<file path="config.mk">
export PLATFORM = sky130hd
export DESIGN_NAME = fault_supervisor
export DESIGN_NICKNAME = d
export VERILOG_FILES = /design/src/rtl/fsup_pkg.sv /design/src/rtl/fsup_runcount.sv /design/src/rtl/fsup_qualify.sv /design/src/rtl/fsup_control.sv /design/src/rtl/fault_supervisor.sv
export SDC_FILE = /design/constraint.sdc
export NUM_CORES = 1
export LEC_CHECK = 0
export CORE_ASPECT_RATIO = 1.1
export CORE_MARGIN = 5
export CORE_UTILIZATION = 40
export DETAILED_ROUTE_END_ITERATION = 10
export PLACE_DENSITY_LB_ADDON = 0.25
export SYNTH_ARGS = -nofsm -noshare
export SYNTH_HDL_FRONTEND = slang
export SYNTH_HIERARCHICAL = 1
export SYNTH_SLANG_ARGS = --single-unit
</file>
<file path="constraint.sdc">
create_clock -name clk -period 2.99 [get_ports clk]
set_clock_uncertainty 0.15 [all_clocks]
set_input_delay 0.7475 -clock clk [delete_from_list [all_inputs] [get_ports clk]]
set_output_delay 0.7475 -clock clk [all_outputs]
set_load 0.03 [all_outputs]
</file>
<file path="src/rtl/fsup_pkg.sv">
package fsup_pkg;
  typedef enum logic [2:0] {
    ST_OFF   = 3'd0,
    ST_RUN   = 3'd1,
    ST_SINK  = 3'd2,
    ST_WAIT  = 3'd3,
    ST_LATCH = 3'd4
  } supState_t;

  typedef enum logic [2:0] {
    CAUSE_NONE  = 3'd0,
    CAUSE_UV    = 3'd1,
    CAUSE_OV    = 3'd2,
    CAUSE_SHORT = 3'd3,
    CAUSE_OTP   = 3'd4
  } cause_t;

  localparam logic [1:0] MODE_DISABLED = 2'd0;
  localparam logic [1:0] MODE_HOLD     = 2'd1;

  // control -> datapath
  typedef struct packed {
    logic arm;
    logic clear;
  } qualStrobe_t;

  // datapath -> control
  typedef struct packed {
    logic shortTrip;
    logic ovTrip;
    logic otpTrip;
    logic uvTrip;
  } tripVec_t;
endpackage

</file>
<file path="src/rtl/fsup_runcount.sv">
module fsup_runcount #(
  parameter int LEN = 16
) (
  input  logic clk,
  input  logic rst,
  input  logic clear,
  input  logic cond,
  output logic hit
);
  localparam int W = (LEN > 1) ? $clog2(LEN) : 1;
  localparam logic [W-1:0] LAST = W'(LEN - 1);

  logic [W-1:0] runCnt;

  assign hit = cond && (runCnt == LAST);

  always_ff @(posedge clk) begin
    if (rst || clear || !cond) runCnt <= '0;
    else if (runCnt != LAST)   runCnt <= runCnt + W'(1);
  end
endmodule

</file>
<file path="src/rtl/fsup_qualify.sv">
module fsup_qualify
  import fsup_pkg::*;
#(
  parameter int UV_CYCLES = 16,
  parameter int OV_CYCLES = 2
) (
  input  logic        clk,
  input  logic        rst,
  input  qualStrobe_t strobe,
  input  logic        uvFlag,
  input  logic        ovFlag,
  input  logic        softStart,
  input  logic        swHigh,
  input  logic        lowSideOn,
  input  logic        overTemp,
  output tripVec_t    trips
);
  logic uvHit, ovHit;

  fsup_runcount #(.LEN(UV_CYCLES)) u_uvRun (
    .clk(clk), .rst(rst), .clear(strobe.clear),
    .cond(strobe.arm && uvFlag && !softStart), .hit(uvHit)
  );

  fsup_runcount #(.LEN(OV_CYCLES)) u_ovRun (
    .clk(clk), .rst(rst), .clear(strobe.clear),
    .cond(strobe.arm && ovFlag), .hit(ovHit)
  );

  always_comb begin
    trips.uvTrip    = uvHit;
    trips.ovTrip    = ovHit;
    trips.shortTrip = strobe.arm && swHigh && lowSideOn;
    trips.otpTrip   = strobe.arm && overTemp;
  end
endmodule

</file>
<file path="src/rtl/fsup_control.sv">
module fsup_control
  import fsup_pkg::*;
(
  input  logic        clk,
  input  logic        rst,
  input  logic [1:0]  modeSel,
  input  tripVec_t    trips,
  input  logic        fbBelowLow,
  input  logic        fbAboveHigh,
  input  logic        tempRecovered,
  input  logic        softStart,
  input  logic        enBelowOff,
  input  logic        enAboveOn,
  input  logic        pgWindowOk,
  output qualStrobe_t strobe,
  output logic        faultLatch,
  output logic        dischargeReq,
  output logic        pwmDisable,
  output logic        enSinkReq,
  output logic        powerGood,
  output logic [2:0]  restartStatus,
  output logic [2:0]  faultCause
);
  supState_t state, stateNext;
  cause_t    cause, firstCause;
  logic      dischReg, pgReg, anyTrip;

  assign anyTrip = |trips;

  always_comb begin
    if (trips.shortTrip)    firstCause = CAUSE_SHORT;
    else if (trips.ovTrip)  firstCause = CAUSE_OV;
    else if (trips.otpTrip) firstCause = CAUSE_OTP;
    else if (trips.uvTrip)  firstCause = CAUSE_UV;
    else                    firstCause = CAUSE_NONE;
  end

  always_comb begin
    stateNext = state;
    unique case (state)
      ST_OFF:   if (enAboveOn) stateNext = ST_RUN;
      ST_RUN:   if (anyTrip) stateNext = (modeSel == MODE_HOLD) ? ST_LATCH : ST_SINK;
      ST_SINK:  if (enBelowOff && (cause != CAUSE_OTP || tempRecovered)) stateNext = ST_WAIT;
      ST_WAIT:  if (enAboveOn) stateNext = ST_RUN;
      ST_LATCH: stateNext = ST_LATCH;
      default:  stateNext = ST_OFF;
    endcase
    if (modeSel == MODE_DISABLED) stateNext = ST_OFF;
  end

  always_ff @(posedge clk) begin
    if (rst) begin
      state    <= ST_OFF;
      cause    <= CAUSE_NONE;
      dischReg <= 1'b0;
      pgReg    <= 1'b0;
    end else begin
      state <= stateNext;
      pgReg <= (stateNext == ST_RUN) && !softStart && pgWindowOk;
      if (stateNext == ST_RUN || stateNext == ST_OFF) begin
        cause    <= CAUSE_NONE;
        dischReg <= 1'b0;
      end else if (state == ST_RUN) begin
        cause    <= firstCause;
        dischReg <= 1'b1;
      end else begin
        dischReg <= dischReg ? !fbBelowLow : fbAboveHigh;
      end
    end
  end

  always_comb begin
    strobe.arm    = (state == ST_RUN);
    strobe.clear  = (state != ST_RUN);
    faultLatch    = (state == ST_SINK) || (state == ST_WAIT) || (state == ST_LATCH);
    dischargeReq  = dischReg;
    pwmDisable    = (state != ST_RUN);
    enSinkReq     = (state == ST_SINK);
    powerGood     = pgReg;
    restartStatus = state;
    faultCause    = cause;
  end
endmodule

</file>
<file path="src/rtl/fault_supervisor.sv">
module fault_supervisor
  import fsup_pkg::*;
#(
  parameter int UV_CYCLES = 16,
  parameter int OV_CYCLES = 2
) (
  input  logic       clk,
  input  logic       rst,
  input  logic [1:0] modeSel,
  input  logic       uvFlag,
  input  logic       ovFlag,
  input  logic       fbBelowLow,
  input  logic       fbAboveHigh,
  input  logic       swHigh,
  input  logic       lowSideOn,
  input  logic       overTemp,
  input  logic       tempRecovered,
  input  logic       softStart,
  input  logic       enBelowOff,
  input  logic       enAboveOn,
  input  logic       pgWindowOk,
  output logic       faultLatch,
  output logic       dischargeReq,
  output logic       pwmDisable,
  output logic       enSinkReq,
  output logic       powerGood,
  output logic [2:0] restartStatus,
  output logic [2:0] faultCause
);
  qualStrobe_t strobe;
  tripVec_t    trips;

  fsup_qualify #(.UV_CYCLES(UV_CYCLES), .OV_CYCLES(OV_CYCLES)) u_qualify (
    .clk(clk), .rst(rst), .strobe(strobe),
    .uvFlag(uvFlag), .ovFlag(ovFlag), .softStart(softStart),
    .swHigh(swHigh), .lowSideOn(lowSideOn), .overTemp(overTemp),
    .trips(trips)
  );

  fsup_control u_control (
    .clk(clk), .rst(rst), .modeSel(modeSel), .trips(trips),
    .fbBelowLow(fbBelowLow), .fbAboveHigh(fbAboveHigh),
    .tempRecovered(tempRecovered), .softStart(softStart),
    .enBelowOff(enBelowOff), .enAboveOn(enAboveOn), .pgWindowOk(pgWindowOk),
    .strobe(strobe), .faultLatch(faultLatch), .dischargeReq(dischargeReq),
    .pwmDisable(pwmDisable), .enSinkReq(enSinkReq), .powerGood(powerGood),
    .restartStatus(restartStatus), .faultCause(faultCause)
  );
endmodule

</file>
==> summary.md, run 1 <==
| Metric | Value |
|---|---|
| Placement Rows | `16` |
| Placed Area | `998 sq um` |
| Root Buffer | `clkbuf_4` |
| Starting Density | `41.3%` |
| Core box area | `1760 sq um` |
| Max-slew headroom | `63.8%` |
| Setup tns final | `0 ps` |
| Worst EP required | `2090 ps` |
| Cts repair resizes | `0` |
| CTS Buffer Depth | `2` |
| Die Width | `50.7 um` |
| Post-CTS setup buffer count | `0` |
| Post-synth top area cell | `dfxtp_1` |
| Drt total wl | `1.63 mm` |
| Worst-path clk slew | `80 ps` |
| CTS hold repair buffers | `0` |
| Number of global-route vias before repair | `637` |
| Final Setup Violations | `0` |
| TritonCTS buffer count | `3` |
| Total gr overflow | `0` |
| Syn Inst Count | `82` |
| Share of layout cells above drive strength 1 | `12.7%` |
| Hold Crit Class | `flop to flop` |
| Crit-path max cell delay | `670 ps` |
| Largest fanout on the critical path | `7` |
| Max Clock Freq | `0.367 GHz` |
| Yosys reg bits | `13` |
| Gr usage total | `12.0%` |
| Synth top area share | `35.7%` |
| Initial antenna violation count | `0` |
| Startpoint types | `flop` |
| Later-pin clock latency in the skew report | `270 ps` |
| # IOs | `27` |
| P_leak | `0.368 nW` |
| HPWL after DPL | `1.31 mm` |
| Area contributors post-synth | `dfxtp_1 (36%), nor2_1 (5.2%), a211oi_2 (3.4%)` |
| # diodes | `0` |
| DRT iter0 DRCs | `12` |
| Seq/Total Area, Yosys | `35.7%` |
| Peak supply drop | `0.243 mV` |
| Commonest cells after routing, fill and taps aside | `clkdlybuf4s50_1 (26), dfxtp_1 (13), nor2_1 (10)` |
| Final min period | `2730 ps` |
| Final-report max-slew violation count | `0` |
| RSZ-0062 raised after global routing | `no` |
| Yosys warnings | `6` |
| CP Cell Sequence | `nand2b_1 > nor2_1 > inv_1 > clkdlybuf4s50_1` |
| Syn_nets | `99` |
| Final-report hold violation count | `0` |
| Count of unique library cells instantiated by Yosys | `35` |
| Outcome | `completed` |
| Max H-tree Level | `1` |
| Average instance area after synthesis | `8.88 sq um` |
| Pwr Density | `343 nW/um^2` |
| 1st-pass router iterations | `4` |
| Die area | `2770 sq um` |
| Post-layout util | `58.2%` |
| Worst Tran Pin Value | `541 ps` |
| Vias per std cell | `5.55` |
| Cell area after synthesis | `728 sq um` |
| Post-layout nets | `128` |
| CP bufs+invs | `2` |
| WL/cell | `12.8 um` |
| Post-route cell area | `1020 sq um` |
| CP Class | `flop to output port` |
| Critical Path Sink Type | `output port` |
| Total number of vias | `711` |
| Clock Sink Count | `13` |
| DRC viols | `0` |
| Final antenna-violating net count | `0` |
| Worst path top cell family by delay | `buffers and inverters` |
| Die height | `54.8 um` |
| Largest net degree at the start of global routing | `13` |
| CTS tree | `done` |
| Final period util | `91.2%` |
| Routability cong. | `0.817` |
| Port Buffer Count | `26` |
| Arrival time at the worst endpoint | `1830 ps` |
| Maxcap violations | `0` |
| Total Power | `0.351 mW` |
| Commonest non-fill, non-tap cell in the layout | `clkdlybuf4s50_1` |
| Max stage delay cell, worst path | `clkdlybuf4s50_1` |
| Area growth syn-to-layout | `40.7%` |
| First-pass GRT wire length | `2.56 mm` |
[cell families (layout without fill, tap and decap cells)]
group	count (synthesis)	count (layout)	synth area share [%]
AO/OA/AOI/OAI	17	17	16.3
adder cells (fa/ha/maj)	1	1	1.72
buffers and inverters	6	34	4.81
flip-flops	13	13	35.7
multiplexers	1	1	1.55
AND/OR/NAND/NOR	44	44	39.9
[power by group]
group	internal (mW)	leakage [nW]	switching (mW)
Clock	0.0516	0.0150	0.0539
Sequential	0.175	0.105	0.00308
Combinational	0.0367	0.248	0.0304
Total	0.264	0.368	0.0873
[final timing paths]
kind                                                 start                       to  cells past startpoint  slack (ps)
worst min register to register     u_control/faultCause[2]  u_control/faultCause[2]                      2         360
worst min-delay path               u_control/faultCause[2]  u_control/faultCause[2]                      2         360
worst max-delay path            u_control/restartStatus[1]               pwmDisable                      4         260
worst max register to register  u_control/restartStatus[1]  u_control/faultCause[0]                     10         580
[flip-flops by register name, indices dropped and copies added, names as in the netlist]
register and cells:
u_control/restartStatus 3, u_control/faultCause 3, u_control/powerGood 1, u_control/dischargeReq 1, u_qualify/u_uvRun/runCnt 4, u_qualify/u_ovRun/runCnt 1
[worst min-delay path, delay by kind of cell (launching register included)]
family,cells,cell delay (ps)
AO/OA/AOI/OAI,2,150
flip-flops,1,320
[routing by layer]
metal / share of wire (%) / wire length (um) / global-route usage [%]
met1: 43 / 694 / 13.2
met2: 50 / 817 / 21.1
met3: 6.6 / 108 / 3.27
met4: 0.74 / 12 / 6.38
met5: 0 / 0 / 0
[through the flow]
| step | std cells | worst slack (ps) | hold WS (ps) |
|---|---|---|---|
| 2_1_floorplan | 82 | 622 | 351 |
| 3_3_place_gp | 124 | 353 | 356 |
| 3_5_place_dp | 124 | 303 | 357 |
| 4_1_cts | 128 | 245 | 372 |
| 5_1_grt | 128 | 140 | 385 |
| 6_report | 128 | 264 | 365 |
[synth_stat cells]
cell type and n:
and4b_1 2, a21oi_1 3, buf_2 1, a211oi_2 2, nor3b_2 1, and2_1 2, nor4_1 2, nor2_1 10
nor2b_1 1, a31o_2 1, mux2_1 1, nand2b_1 3, nor4bb_1 2, nor3b_1 1, and2_2 2, o21bai_1 1
nand4_1 1, a211oi_1 3, inv_1 2, nor3_2 1, nand3_1 3, or4b_1 1, o22ai_1 1, and3b_1 2
nor3_1 3, nand2_1 4, o21ai_0 4, buf_4 3, a31oi_1 1, a22oi_1 1, or3b_4 1, and3_1 1
ha_1 1, dfxtp_1 13, nor4_4 1
[area by class of cell]
class                           count  area [sq um]
Fill cell                         171           737
Sequential cell                    13           260
Inverter                            2          7.51
Multi-Input combinational cell     63           433
Clock buffer                        4          26.3
Timing Repair Buffer               28           275
Tap cell                           18          22.5
(Power assumes the default switching activity.)
==> run 2, diff against run 1 <==
--- a/config.mk
+++ b/config.mk
@@ -9,6 +9,7 @@
 export CORE_MARGIN = 5
 export CORE_UTILIZATION = 40
 export DETAILED_ROUTE_END_ITERATION = 10
+export HOLD_SLACK_MARGIN = 0.08
 export PLACE_DENSITY_LB_ADDON = 0.25
 export SYNTH_ARGS = -nofsm -noshare
 export SYNTH_HDL_FRONTEND = slang
==> results of run 2 <==
No change in the layout: final DEF, timing and power equal those of run 1.
